**config.mk**
```make
export PLATFORM = sky130hd
export DESIGN_NAME = link_health_mon
export DESIGN_NICKNAME = d
export VERILOG_FILES = /design/src/rtl/link_mon_pkg.sv /design/src/rtl/lm_crc_rx.sv /design/src/rtl/lm_fail_count.sv /design/src/rtl/lm_ident_capture.sv /design/src/rtl/link_health_mon.sv
export SDC_FILE = /design/constraint.sdc
export NUM_CORES = 1
export LEC_CHECK = 0
export ABC_AREA = 1
export CAP_MARGIN = 10
export CORE_UTILIZATION = 52
export DETAILED_ROUTE_END_ITERATION = 8
export PLACE_DENSITY = 0.89
export SYNTH_ARGS = -nofsm -noshare
export SYNTH_HDL_FRONTEND = slang
export SYNTH_HIERARCHICAL = 1
export SYNTH_SLANG_ARGS = --single-unit
```
**constraint.sdc**
```tcl
create_clock -name clk -period 7.4 [get_ports clk]
set_clock_uncertainty 0.1 [all_clocks]
set_input_delay 1.11 -clock clk [delete_from_list [all_inputs] [get_ports clk]]
set_output_delay 1.11 -clock clk [all_outputs]
set_load 0.005 [all_outputs]
```
**src/rtl/link_mon_pkg.sv**
```systemverilog
package link_mon_pkg;

  typedef enum logic [1:0] {
    MODE_STARTUP   = 2'd0,
    MODE_HANDSHAKE = 2'd1,
    MODE_RUN       = 2'd2,
    MODE_SAFE      = 2'd3
  } lm_mode_e;

  localparam logic [31:0] CRC_SHIFT_POLY = 32'hEDB88320;
  localparam logic [31:0] CRC_SEED       = 32'hFFFFFFFF;
  // Register value left after an intact packet including its appended CRC.
  localparam logic [31:0] CRC_GOOD_REM   = 32'hDEBB20E3;

  function automatic logic [31:0] crc_step_byte(input logic [31:0] cur, input logic [7:0] din);
    logic [31:0] acc;
    acc = cur ^ {24'd0, din};
    for (int b = 0; b < 8; b++) begin
      acc = acc[0] ? ((acc >> 1) ^ CRC_SHIFT_POLY) : (acc >> 1);
    end
    return acc;
  endfunction

endpackage

```
**src/rtl/lm_crc_rx.sv**
```systemverilog
module lm_crc_rx
  import link_mon_pkg::*;
(
  input  logic       clk,
  input  logic       rst_ni,
  input  logic       valid_i,
  input  logic [7:0] data_i,
  input  logic       last_i,
  output logic       done_o,
  output logic       good_o
);

  logic [31:0] crc_q, crc_d, crc_upd;
  logic        done_q, done_d;
  logic        good_q, good_d;

  always_comb begin
    crc_upd = crc_step_byte(crc_q, data_i);
    crc_d   = crc_q;
    done_d  = 1'b0;
    good_d  = good_q;
    if (valid_i) begin
      crc_d = last_i ? CRC_SEED : crc_upd;
      if (last_i) begin
        done_d = 1'b1;
        good_d = (crc_upd == CRC_GOOD_REM);
      end
    end
  end

  always_ff @(posedge clk or negedge rst_ni) begin
    if (!rst_ni) begin
      crc_q  <= CRC_SEED;
      done_q <= 1'b0;
      good_q <= 1'b0;
    end else begin
      crc_q  <= crc_d;
      done_q <= done_d;
      good_q <= good_d;
    end
  end

  assign done_o = done_q;
  assign good_o = good_q;

  // a verdict appears only in the cycle after a final byte
  assert_done_after_last_R1: assert property (@(posedge clk) disable iff (!rst_ni)
    done_q |-> $past(valid_i && last_i));

endmodule

```
**src/rtl/lm_fail_count.sv**
```systemverilog
module lm_fail_count #(
  parameter int LIMIT = 20
) (
  input  logic clk,
  input  logic rst_ni,
  input  logic tick_i,
  input  logic done_i,
  input  logic good_i,
  output logic trip_o
);

  localparam int CW = $clog2(LIMIT + 2);
  localparam logic [CW-1:0] TOP_C = CW'(LIMIT + 1);
  localparam logic [CW-1:0] LIM_C = CW'(LIMIT);

  logic [CW-1:0] cnt_q, cnt_d;
  logic          seen_q, seen_d;
  logic          bump, clear;

  always_comb begin
    clear  = done_i && good_i;
    bump   = (done_i && !good_i) || (tick_i && !(seen_q || done_i));
    cnt_d  = cnt_q;
    if (clear)                      cnt_d = '0;
    else if (bump && cnt_q != TOP_C) cnt_d = cnt_q + 1'b1;
    seen_d = tick_i ? 1'b0 : (seen_q || done_i);
  end

  always_ff @(posedge clk or negedge rst_ni) begin
    if (!rst_ni) begin
      cnt_q  <= '0;
      seen_q <= 1'b0;
    end else begin
      cnt_q  <= cnt_d;
      seen_q <= seen_d;
    end
  end

  assign trip_o = (cnt_q > LIM_C);

  // an intact packet leaves the run length at zero
  assert_clear_on_good_R3: assert property (@(posedge clk) disable iff (!rst_ni)
    (done_i && good_i) |=> (cnt_q == '0));
  // the run length only grows one step at a time or restarts
  assert_step_one_R2: assert property (@(posedge clk) disable iff (!rst_ni)
    (cnt_q != $past(cnt_q)) |-> (cnt_q == '0 || cnt_q == $past(cnt_q) + 1'b1));
  // saturation bound
  assert_no_overflow_R3: assert property (@(posedge clk) disable iff (!rst_ni)
    cnt_q <= TOP_C);

endmodule

```
**src/rtl/lm_ident_capture.sv**
```systemverilog
module lm_ident_capture #(
  parameter int VER_W  = 16,
  parameter int HASH_W = 128
) (
  input  logic              clk,
  input  logic              rst_ni,
  input  logic              valid_i,
  input  logic [7:0]        data_i,
  input  logic              last_i,
  input  logic              done_i,
  input  logic              good_i,
  output logic              locked_o,
  output logic              complete_o,
  output logic [VER_W-1:0]  ver_o,
  output logic [HASH_W-1:0] hash_o
);

  localparam int FW  = VER_W + HASH_W;
  localparam int FB  = FW / 8;
  localparam int LEN = FB + 4;
  localparam int IW  = $clog2(LEN + 1);
  localparam logic [IW-1:0] FB_C  = IW'(FB);
  localparam logic [IW-1:0] LEN_C = IW'(LEN);

  logic [IW-1:0] idx_q;
  logic [FW-1:0] shift_q;
  logic          len_ok_q, locked_q, complete_q;
  logic          byte_en, lock_en;

  assign byte_en = valid_i && !locked_q;
  assign lock_en = done_i && good_i && !locked_q;

  always_ff @(posedge clk or negedge rst_ni) begin
    if (!rst_ni) begin
      idx_q      <= '0;
      shift_q    <= '0;
      len_ok_q   <= 1'b0;
      locked_q   <= 1'b0;
      complete_q <= 1'b0;
    end else begin
      if (byte_en) begin
        if (last_i) begin
          idx_q    <= '0;
          len_ok_q <= (idx_q >= LEN_C - 1'b1);
        end else if (idx_q != LEN_C) begin
          idx_q <= idx_q + 1'b1;
        end
        if (idx_q < FB_C) shift_q <= {shift_q[FW-9:0], data_i};
      end
      if (lock_en) begin
        locked_q   <= 1'b1;
        complete_q <= len_ok_q;
      end
    end
  end

  assign locked_o   = locked_q;
  assign complete_o = complete_q;
  assign ver_o      = shift_q[FW-1 -: VER_W];
  assign hash_o     = shift_q[HASH_W-1:0];

  // once captured, the identity stays fixed until reset
  assert_lock_hold_R6: assert property (@(posedge clk) disable iff (!rst_ni)
    locked_q |=> (locked_q && $stable(shift_q)));

endmodule

```
**src/rtl/link_health_mon.sv**
```systemverilog
module link_health_mon
  import link_mon_pkg::*;
#(
  parameter int NDIR       = 2,
  parameter int FAIL_LIMIT = 20,
  parameter int VER_W      = 16,
  parameter int MAJOR_W    = 8,
  parameter int HASH_W     = 128
) (
  input  logic                clk,
  input  logic                rst_n,
  input  logic                tick_1ms,
  input  logic [NDIR-1:0]     rx_valid,
  input  logic [8*NDIR-1:0]   rx_data,
  input  logic [NDIR-1:0]     rx_last,
  input  logic [VER_W-1:0]    local_version,
  input  logic [HASH_W-1:0]   local_hash,
  output logic [1:0]          mode,
  output logic                run_ok,
  output logic                safe_req
);

  // reset: asynchronous assertion, clocked release
  logic rst_meta, rst_sync;
  always_ff @(posedge clk or negedge rst_n) begin
    if (!rst_n) begin
      rst_meta <= 1'b0;
      rst_sync <= 1'b0;
    end else begin
      rst_meta <= 1'b1;
      rst_sync <= rst_meta;
    end
  end

  logic [NDIR-1:0] pkt_done, pkt_good, dir_trip;

  for (genvar d = 0; d < NDIR; d++) begin : g_dir
    lm_crc_rx u_crc (
      .clk     (clk),
      .rst_ni  (rst_sync),
      .valid_i (rx_valid[d]),
      .data_i  (rx_data[8*d +: 8]),
      .last_i  (rx_last[d]),
      .done_o  (pkt_done[d]),
      .good_o  (pkt_good[d])
    );
    lm_fail_count #(.LIMIT(FAIL_LIMIT)) u_cnt (
      .clk    (clk),
      .rst_ni (rst_sync),
      .tick_i (tick_1ms),
      .done_i (pkt_done[d]),
      .good_i (pkt_good[d]),
      .trip_o (dir_trip[d])
    );
  end

  logic              id_locked, id_complete;
  logic [VER_W-1:0]  id_ver;
  logic [HASH_W-1:0] id_hash;

  lm_ident_capture #(.VER_W(VER_W), .HASH_W(HASH_W)) u_ident (
    .clk        (clk),
    .rst_ni     (rst_sync),
    .valid_i    (rx_valid[0]),
    .data_i     (rx_data[7:0]),
    .last_i     (rx_last[0]),
    .done_i     (pkt_done[0]),
    .good_i     (pkt_good[0]),
    .locked_o   (id_locked),
    .complete_o (id_complete),
    .ver_o      (id_ver),
    .hash_o     (id_hash)
  );

  logic trip_any, ver_ok, hash_ok, ident_ok;
  assign trip_any = |dir_trip;
  assign ver_ok   = (id_ver[VER_W-1 -: MAJOR_W] == local_version[VER_W-1 -: MAJOR_W]);
  assign hash_ok  = (id_hash == local_hash);
  assign ident_ok = id_complete && ver_ok && hash_ok;

  lm_mode_e state_q, state_d;

  always_comb begin
    state_d = state_q;
    if (trip_any) begin
      state_d = MODE_SAFE;
    end else begin
      unique case (state_q)
        MODE_STARTUP:   if (tick_1ms) state_d = MODE_HANDSHAKE;
        MODE_HANDSHAKE: if (id_locked) state_d = ident_ok ? MODE_RUN : MODE_SAFE;
        MODE_RUN:       state_d = MODE_RUN;
        default:        state_d = MODE_SAFE;
      endcase
    end
  end

  always_ff @(posedge clk or negedge rst_sync) begin
    if (!rst_sync) state_q <= MODE_STARTUP;
    else           state_q <= state_d;
  end

  assign mode     = state_q;
  assign run_ok   = (state_q == MODE_RUN);
  assign safe_req = (state_q == MODE_SAFE);

  // safe is terminal
  assert_safe_hold_R10: assert property (@(posedge clk) disable iff (!rst_sync)
    (state_q == MODE_SAFE) |=> (state_q == MODE_SAFE));
  // run is entered only from handshake
  assert_run_entry_R9: assert property (@(posedge clk) disable iff (!rst_sync)
    (state_q == MODE_RUN && $past(state_q) != MODE_RUN) |-> ($past(state_q) == MODE_HANDSHAKE));
  // a tripped counter forces safe on the next edge
  assert_trip_safe_R4: assert property (@(posedge clk) disable iff (!rst_sync)
    trip_any |=> (state_q == MODE_SAFE));
  // a known but different hash never leads to run
  assert_hash_gate_R8: assert property (@(posedge clk) disable iff (!rst_sync)
    (state_q == MODE_HANDSHAKE && id_locked && (id_hash != local_hash)) |=> (state_q == MODE_SAFE));

endmodule

```
# == Word-level counts from Yosys, hierarchy flattened ==
# Cells that the tools add are included.
# totals
ff_bits,236
latchBits,0
mem_bits_rw,0
rom_bits,0
inputBits,167
wordCells,122
n_memories,0
# classes
n_addsub,3
n_mul,0
div,0
magnitude_cmp,4
n_eq_ne,12
shifts,0
n_mux,35
n_bitwise,18
reduce_logical,32
# op_table
op,n
two-way mux 32 bit,18
inverter 13 -> 14 bit,16
== test 128 bit,1
"== test 32 bit, second input constant",2
bitwise XOR 32 x 8 -> 32 bit,2
two-way mux 5 bit,6
"adder 5 x 1 -> 5 bit, second input constant",3
"!= test 5 bit, second input constant",3
logical AND 1 bit,12
AND reduction 2 bit,6
"greater-than comparator 5 bit, second input constant",2
== test 8 bit,1
two-way mux 1 bit,7
two-way mux 2 bit,3
one-hot mux 2 bit (3 select lines),1
nonzero test 2 bit,3
">= comparator 5 bit, second input constant",1
logical NOT 1 bit,5
"< comparator 5 bit, second input constant",1
"== test 2 bit, second input constant",2
logical OR 1 bit,4
"!= test 3 x 2 -> 1 bit, second input constant",1
"!= test 3 bit, second input constant",1
"== test 2 x 1 -> 1 bit, second input constant",1
2 further kinds,2

# == Logic depth before layout (Yosys ltp) ==
# Gate-level depths: netlist of the first run.
# logic_depth
ltp_word,18
mapped_depth,17

# == Modules after synthesis ==
# Netlist of the first run, hierarchy kept.
# by_module_without_submodules
mod,n_inst,cells_each,area_each_um2,seq_area_each_um2
lm_ident_capture,1,681,6488.7,3803.6
lm_crc_rx,2,513,2995.4,890.9
link_health_mon,1,459,2322.2,100.1
lm_fail_count,2,53,385.4,150.1

# == Least setup slack after synthesis of the first run ==
# No wires, ideal clock.
# synth_timing
path_type,input to register
from,input port rx_data[1]
to,register g_dir[0].u_crc.good_q
setup_time_ps,65
t_arrival_ps,2345
required_time_ps,7235
path_slack_ps,4890
path_stages,16
n_path_buf,0
cell_sequence,inv_1 -> nand2_1 -> nand2_4 -> nand2_1 -> nand2_4 -> ha_1 -> nand2_1 -> nor2_1 -> nand2_1 -> nor2_1 -> nand2_1 -> nor2_1 -> nand3_1 -> nor2_1 -> nand2_1 -> nand2_1
# synth_via
elab_chain_len,14
word_cells_on_any_way,16
# synth_rtl
element,line,text
"start, declared",link_health_mon.sv:14,"input logic [8*NDIR-1:0] rx_data,"
bitwise XOR 32 x 8 -> 32 bit *,link_mon_pkg.sv:17,"acc = cur ^ {24'd0, din};"
two-way mux 32 bit * (2 in series),link_mon_pkg.sv:19,acc = acc[0] ? ((acc >> 1) ^ CRC_SHIFT_POLY) : (acc >> 1);
inverter 13 -> 14 bit (no line) or two-way mux 32 bit (tied branches),n/a,
two-way mux 32 bit * (2 in series),link_mon_pkg.sv:19,
inverter 13 -> 14 bit (no line) or two-way mux 32 bit (tied branches),n/a,
two-way mux 32 bit *,link_mon_pkg.sv:19,
inverter 13 -> 14 bit (no line) or two-way mux 32 bit (tied branches),n/a,
two-way mux 32 bit *,link_mon_pkg.sv:19,
inverter 13 -> 14 bit (no line) or two-way mux 32 bit (tied branches),n/a,
two-way mux 32 bit * (2 in series),link_mon_pkg.sv:19,
== test 32 bit *,lm_crc_rx.sv:26,good_d = (crc_upd == CRC_GOOD_REM);
"end signal, assigned",lm_crc_rx.sv:39,good_q <= good_d;
"end, declared",lm_crc_rx.sv:15,"logic good_q, good_d;"
# Every way passes the cells marked *; elsewhere a longest branch is shown, timed or not.
# A chain may end at the register's enable or synchronous reset.

==> results of run 1 <==
[per-stage QoR]
stage / hold slack (ps) / total power, µW / setup WS, ps
2_1_floorplan: 231 / 2610 / 348
3_3_place_gp: 242 / 2950 / 3230
3_5_place_dp: 242 / 3010 / 3170
4_1_cts: 263 / 4390 / 3730
5_1_grt: 272 / 4670 / 3500
6_report: 255 / 4390 / 3590
[area by class of cell]
cell class              count  area (µm²)
fillers                  2525       10900
multi-input cells        1578        7620
flip-flops and latches    236        5990
repair buffers            168        1690
inverters                 407        1530
clock buffers              36         759
well taps                 384         480
clock inverters            12         135
[power breakdown]
part           internal, µW  switching [µW]
Sequential             1480             123
Combinational           491             935
Clock                   818             541
[sequential cells by signal, summed over array words and instances, names as in the netlist, 2 cells and up]
name and count:
g_dir.u_cnt/cnt_q 10, g_dir.u_cnt/seen_q 2, g_dir.u_crc/crc_q 64, g_dir.u_crc/done_o 2, g_dir.u_crc/good_o 2, mode 2, u_ident/idx_q 5, u_ident/shift_q 144
[cell usage in the layout, fill, tap and decap left out, types with 9 or more instances in the layout]
| cell | n |
|---|---|
| sky130_fd_sc_hd__or2_0 | 11 |
| sky130_fd_sc_hd__nand3_1 | 109 |
| sky130_fd_sc_hd__clkdlybuf4s50_1 | 162 |
| sky130_fd_sc_hd__nand2_1 | 899 |
| sky130_fd_sc_hd__o21ai_0 | 91 |
| sky130_fd_sc_hd__clkinv_2 | 9 |
| sky130_fd_sc_hd__inv_1 | 392 |
| sky130_fd_sc_hd__a22oi_1 | 12 |
| sky130_fd_sc_hd__xor2_1 | 18 |
| sky130_fd_sc_hd__dfstp_2 | 64 |
| sky130_fd_sc_hd__or2_1 | 12 |
| sky130_fd_sc_hd__a21oi_1 | 17 |
| sky130_fd_sc_hd__xnor2_1 | 73 |
| sky130_fd_sc_hd__nand2_4 | 16 |
| sky130_fd_sc_hd__nand2_2 | 44 |
| sky130_fd_sc_hd__clkbuf_16 | 27 |
| sky130_fd_sc_hd__nor2_1 | 124 |
| sky130_fd_sc_hd__dfrtp_1 | 171 |
| sky130_fd_sc_hd__ha_1 | 11 |
| sky130_fd_sc_hd__o22ai_1 | 26 |
| sky130_fd_sc_hd__o21ai_1 | 13 |
| sky130_fd_sc_hd__inv_2 | 13 |
| sky130_fd_sc_hd__o21ai_2 | 71 |
| sky130_fd_sc_hd__nand4_1 | 11 |
[cells in the mapped netlist, types with 26 or more instances]
cell type / instances / area [µm²]
sky130_fd_sc_hd__nand3_1: 109 / 546
sky130_fd_sc_hd__dfstp_2: 64 / 1680
sky130_fd_sc_hd__dfrtp_1: 172 / 4300
sky130_fd_sc_hd__o21ai_0: 91 / 455
sky130_fd_sc_hd__xnor2_1: 73 / 639
sky130_fd_sc_hd__nor2_1: 124 / 465
sky130_fd_sc_hd__buf_6: 29 / 327
sky130_fd_sc_hd__o21ai_2: 71 / 622
sky130_fd_sc_hd__nand2_1: 899 / 3370
sky130_fd_sc_hd__o22ai_1: 26 / 163
sky130_fd_sc_hd__inv_1: 392 / 1470
sky130_fd_sc_hd__nand2_2: 44 / 275
[path summary, 6_finish.rpt]
kind	endpoint	start	slack [ps]
max reg2reg	g_dir[0].u_crc/good_o	g_dir[0].u_crc/crc_q[0]	4810
min	rst_sync	rst_meta	260
max	g_dir[1].u_crc/crc_q[17]	rx_valid[1]	3590
min reg2reg	rst_sync	rst_meta	260
min in group asynchronous	u_ident/shift_q[2]	rst_sync	320
max in group asynchronous	u_ident/shift_q[20]	rst_sync	5640
[cell families after synthesis]
kind of cell             share of synthesized area (%)
AO/OA/AOI/OAI                                     9.76
XOR/XNOR                                          5.12
adder cells (fa/ha/maj)                          0.884
buffers and inverters                             12.7
flip-flops                                        38.4
other                                           0.0241
AND/OR/NAND/NOR                                   33.1
[critical path: stages]
cell	delay [ps]
sky130_fd_sc_hd__clkdlybuf4s50_1	450
sky130_fd_sc_hd__buf_4	290
sky130_fd_sc_hd__inv_1	320
sky130_fd_sc_hd__nor2_2	680
sky130_fd_sc_hd__clkinv_1	770
sky130_fd_sc_hd__a21oi_1	410
sky130_fd_sc_hd__a21oi_1	80
[routing by layer]
layer / up-vias / GRT usage (%) / part of all wire [%] / wire length (µm)
met5: - / 0 / 0 / 0
met1: 6697 / 34.5 / 42 / 17100
met3: 101 / 3.52 / 7.6 / 3100
li1: 7147 / - / - / -
met2: 570 / 46.2 / 48 / 19500
met4: 0 / 8.95 / 2.6 / 1070
==> summary.txt, run 1 <==
Logic synthesis
  • Flops & latches, synth: 236
  • Post-synth ARST share: 100%
  • Yosys Warn Count: 6
  • Number of distinct library cell variants in the gate-level netlist after synthesis: 36
  • Average size of a mapped cell: ~7 µm²
  • Synthesized area: about 16000 µm²
  • Sequential share of the synthesized area: between 30% and 40%
  • EDFF count, synth: 0
  • Synth Instances: 2272
  • Predominant post-synthesis flop cell: sky130_fd_sc_hd__dfrtp_1
  • Number of nets in the synthesized netlist: between 2k and 2.5k

Die
  • Width of the die: around 180 µm
  • Initial Utilization: 53.5%
  • Rows: 62
  • Full die area: 30600 µm²
  • Top-level port count: 171
  • Core ar.: ~29000 µm²
  • Die boundary height: between 150 and 200 µm

STA
  • Setup repair after global routing missed its margin: false
  • Max Transition Viols Final: 0
  • Post-route clock period utilization: 51.5%
  • Worst-case headroom to the max-slew limit: a little under two fifths
  • Final setup violating endpoints: 0
  • Shortest clock period the worst path allows after layout: approximately 3800 ps
  • Setup TNS: 0 ps
  • Final hold viol count: 0
  • Peak Freq: ~260 MHz
  • Slew at the pin closest to its max-slew limit: about 940 ps

Outcome
  • Outcome: completed

Detailed routing
  • Via-per-instance ratio: about 5
  • First-iteration detailed-routing DRC count: 1297
  • Remaining routing DRC violations: 0
  • Total number of vias: between 10k and 15k
  • Detail Route Antenna Nets: 0
  • Mean routed wirelength per cell: 14.5 µm
  • Final WL: between 40 and 50 mm
  • Router iterations before antenna repair: 6

Final layout
  • Number of nets in the layout: about 2.6k
  • Count of antenna diodes in the layout: 0
  • Share of final-layout standard cells stronger than drive strength 1: around 11%
  • Post-layout instance count excluding filler cells: around 2.8k
  • Fin area: about 18000 µm²
  • Final core utilization: between 60% and 70%
  • Synthesis-to-layout area growth: 16.9%

Place
  • Count of port buffers added during placement: between 150 and 200
  • Hpwl dp: about 30 mm
  • RePlAce Congestion: between 0.9 and 1
  • Post-placement cell area: 17300 µm²
  • Cell Count Post-Placement: 2773

CTS
  • Source-to-sink clock delay at the later pin of the worst-skew pair: approximately 540 ps
  • Post-CTS setup repair buffer count: 0
  • Sink count of the clock tree: 236
  • Clock input transition at the sequential cells of the worst setup and hold paths: about 60 ps
  • Hold Buf Count CTS: 0
  • Clock Path Buffers: 3
  • Total number of H-tree levels: 1
  • Total CTS buffers: 26
  • Buffer cell driving the clock tree root: sky130_fd_sc_hd__clkbuf_16
  • TritonCTS clock tree: done
  • Post-cts sizing count: 0

Global route
  • Total overflow reported by the global router: 0
  • Overall Global Routing Usage: a little over a quarter
  • Antenna violations before repair: 0
  • Number of global-route vias before repair: roughly 14k
  • Global-route wire length before repair: roughly 67 mm
  • Pin count of the biggest net entering global routing: 148

Setup path
  • Data required, critical path: between 7000 and 8000 ps
  • Crit path launch type: primary input
  • CP Max Fanout: 24
  • Start-to-end type of the worst setup path: primary input to register
  • Type of element capturing the critical path: register
  • Depth of the worst register-to-register path: 15
  • Crit path DAT: about 4200 ps

Min path
  • Cell depth of the worst min-delay path: 0
  • Path type of the worst min-delay path: register to register

Run
  • # Max-Cap Violations: 0

Power
  • Power per Cell Area: roughly 240 nW/µm²
  • Peak supply drop: 0.157 mV
  • Lkg Pwr: around 0.0089 µW
Note: power is estimated with default switching activity, not from simulation.
==> run 2: changes to the inputs <==
PLACE_DENSITY = 0.86   (was 0.89)
clock period = 3.6 ns   (was 7.4 ns; I/O delays follow)
==> run 2 against run 1 <==
Effect of this change:
- utilization grew 0.86 points
- via count shrank 1.1%
- clock power grew 130%
- routed wire length grew 0.38%
- global-route usage grew 0.077 points
- largest power group unchanged
==> summary.txt, run 2 (synthesis gave the netlist of run 1 again) <==
Die
  • Width of the die: 175 µm (unchanged)
  • Initial Utilization: 53.5% (unchanged)
  • Core ar.: 29100 µm² (unchanged)
  • Die boundary height: 175 µm (unchanged)
  • Full die area: 30600 µm² (unchanged)
  • Top-level port count: 171 (unchanged)
  • Rows: 62 (unchanged)

Place
  • RePlAce Congestion: 0.936 (+1.3%)
  • Hpwl dp: 29.9 mm (+1.4%)
  • Count of port buffers added during placement: 162 (unchanged)
  • Post-place setup slack: 620 ps (-2550 ps)

Detailed routing
  • First-iteration detailed-routing DRC count: 1111 (-14%)
  • Detail Route Antenna Nets: 0 (unchanged)
  • Router iterations before antenna repair: 5 (-1)
  • Final WL: 41.0 mm (+0.38%)
  • Total number of vias: 14.4k (-1.1%)
  • Via-per-instance ratio: 5.06 (-1.6%)
  • Mean routed wirelength per cell: 14.4 µm (-0.15%)
  • Remaining routing DRC violations: 0 (unchanged)

Global route
  • Overall Global Routing Usage: 26.8% (+0.077 points)
  • Number of global-route vias before repair: 14.2k (+1.8%)
  • Pin count of the biggest net entering global routing: 108 (-27%)
  • Total overflow reported by the global router: 0 (unchanged)
  • Antenna violations before repair: 2 (+2)
  • Global-route wire length before repair: 67.0 mm (+0.51%)

STA
  • Worst-case headroom to the max-slew limit: 47.8% (+10 points)
  • Max Transition Viols Final: 0 (unchanged)
  • Peak Freq: 405 MHz
  • Final setup violating endpoints: 0 (unchanged)
  • Post-route clock period utilization: between 60% and 70%
  • Slew at the pin closest to its max-slew limit: 782 ps (-155 ps)
  • Final setup slack of the worst path: 1130 ps (-2460 ps)
  • Shortest clock period the worst path allows after layout: between 2000 and 2500 ps
  • Setup repair after global routing missed its margin: false
  • Final hold viol count: 0 (unchanged)
  • Setup TNS: 0 ps (unchanged)

CTS
  • Clock input transition at the sequential cells of the worst setup and hold paths: 60 ps (about the same)
  • Source-to-sink clock delay at the later pin of the worst-skew pair: 530 ps (about the same)
  • TritonCTS clock tree: done
  • Sink count of the clock tree: 236 (unchanged)
  • Post-cts sizing count: 0 (unchanged)
  • Post-CTS setup repair buffer count: 0 (unchanged)
  • Clock Path Buffers: 3 (unchanged)
  • Total number of H-tree levels: 1 (unchanged)
  • Buffer cell driving the clock tree root: sky130_fd_sc_hd__clkbuf_16
  • Total CTS buffers: 27 (+3.8%)
  • Hold Buf Count CTS: 0 (unchanged)

Final layout
  • Final core utilization: 63.4% (+0.86 points)
  • Register with the most flip-flops: u_ident/shift_q
  • Number of fill cells: 2541 (+0.63%)
  • Max FFs per register: 144 (unchanged)
  • Biggest regs: u_ident/shift_q (144), g_dir.u_crc/crc_q (64), g_dir.u_cnt/cnt_q (10)
  • Commonest cells after routing, fill and taps aside: 899 x sky130_fd_sc_hd__nand2_1, 392 x sky130_fd_sc_hd__inv_1, 171 x sky130_fd_sc_hd__dfrtp_1
  • Most common library cell in the layout ignoring fill and taps: sky130_fd_sc_hd__nand2_1
  • Number of nets in the layout: 2608 (+0.50%)
  • Synthesis-to-layout area growth: 18.5%
  • Share of final-layout standard cells stronger than drive strength 1: 11.7% (+0.51 points)

Setup path
  • CP Max Fanout: 16 (-33%)
  • Crit path launch type: primary input
  • Cell type group with the largest total delay on the critical path: simple AND/OR/NAND/NOR gates
  • Start-to-end type of the worst setup path: primary input to register
  • Worst Path Buf+Inv: 2 (-2)
  • Data required, critical path: 3970 ps (-3770 ps)
  • Crit path max-delay cell type: sky130_fd_sc_hd__clkdlybuf4s50_1
  • Worst setup startpoint: rx_data[0]
  • Highest cell delay on the worst timing path: 460 ps (-310 ps)
  • Most common cell on crit path: sky130_fd_sc_hd__nand2_1
  • Cells along the critical path: clkdlybuf4s50_1 -> inv_1 -> nand2_1 -> nand2_2 -> nand2_1 -> nand2_4 -> ha_1 -> nand2_1 -> nor2_1 -> nand2_1 -> nor2_1 -> nand2_1 -> nor2_1 -> nand3_1 -> nor2_1 -> nand2_1 -> nand2_1
  • Type of element capturing the critical path: register
  • Crit path DAT: 2840 ps (-1310 ps)
  • Reg2reg start: g_dir[1].u_crc/crc_q[0]

Power
  • Sw frac: 35.2% (-1.2 points)
  • Power per Cell Area: 507 nW/µm² (+110%)
  • Pint: 6060 µW (+120%)
  • Part of the power in combinational logic: 31.5% (-1.0 points)
  • Share of power burned in the clock network: 33.3% (+2.3 points)
  • Overall power: 9350 µW (+110%)
  • Switching power: 3300 µW (+110%)
  • Sequential group share of total power: 35.2% (-1.3 points)
  • Peak supply drop: 0.428 mV (+170%)
  • Lkg Pwr: 0.00902 µW (+1.4%)

Run
  • # Max-Cap Violations: 0 (unchanged)

Outcome
  • Outcome: completed

Min path
  • Path type of the worst min-delay path: primary input to async pin
-- run 2: routing by layer --
| metal | vias up | GRT usage, % | share of wire (%) |
|---|---|---|---|
| met3 | 82 | 3.68 | 6.9 |
| met4 | 2 | 8.70 | 2.7 |
| met5 | - | 0 | 0.032 |
| met1 | 6624 | 33.3 | 42 |
| li1 | 7181 | - | - |
| met2 | 467 | 47.8 | 49 |
-- run 2: cell type report --
type	count	area, µm²	share of cell area (%)
well taps	384	480	2.60
multi-input cells	1578	7620	41.3
inverters	407	1530	8.28
clock inverters	17	297	1.61
diodes	2	5.00	0.0271
clock buffers	32	714	3.87
repair buffers	180	1820	9.86
flip-flops and latches	236	5990	32.5
-- run 2: worst paths after layout --
check / end / slack (ps) / depth (start not counted)
min in group clk: rst_sync / 270 / 0
max in group asynchronous: g_dir[1].u_crc/crc_q[21] / 2210 / 1
hold / removal: rst_meta / 80 / 1
setup / recovery: g_dir[0].u_crc/good_o / 1130 / 17
setup reg to reg: g_dir[1].u_crc/good_o / 1140 / 15
hold reg to reg: rst_sync / 270 / 0
-- run 2: power by group through the flow --
stage / clock, µW / combinational [µW] / sequential [µW]
final: 3120 / 2950 / 3290
after global routing: 3300 / 3320 / 3330
after CTS: 3190 / 2900 / 3280
after detailed placement: 0 / 2880 / 3330
after global placement: 0 / 2780 / 3310
after floorplan: 0 / 2080 / 3290
-- run 2: through the flow --
step                      instances  instance area (µm²)  hold slack, ps
after floorplan                2272                15600             144
after global placement         2785                17400             238
after detailed placement       2785                17400             258
after CTS                      2834                18500            60.2
after global routing           2834                18500            75.8
final                          2836                18500            79.8
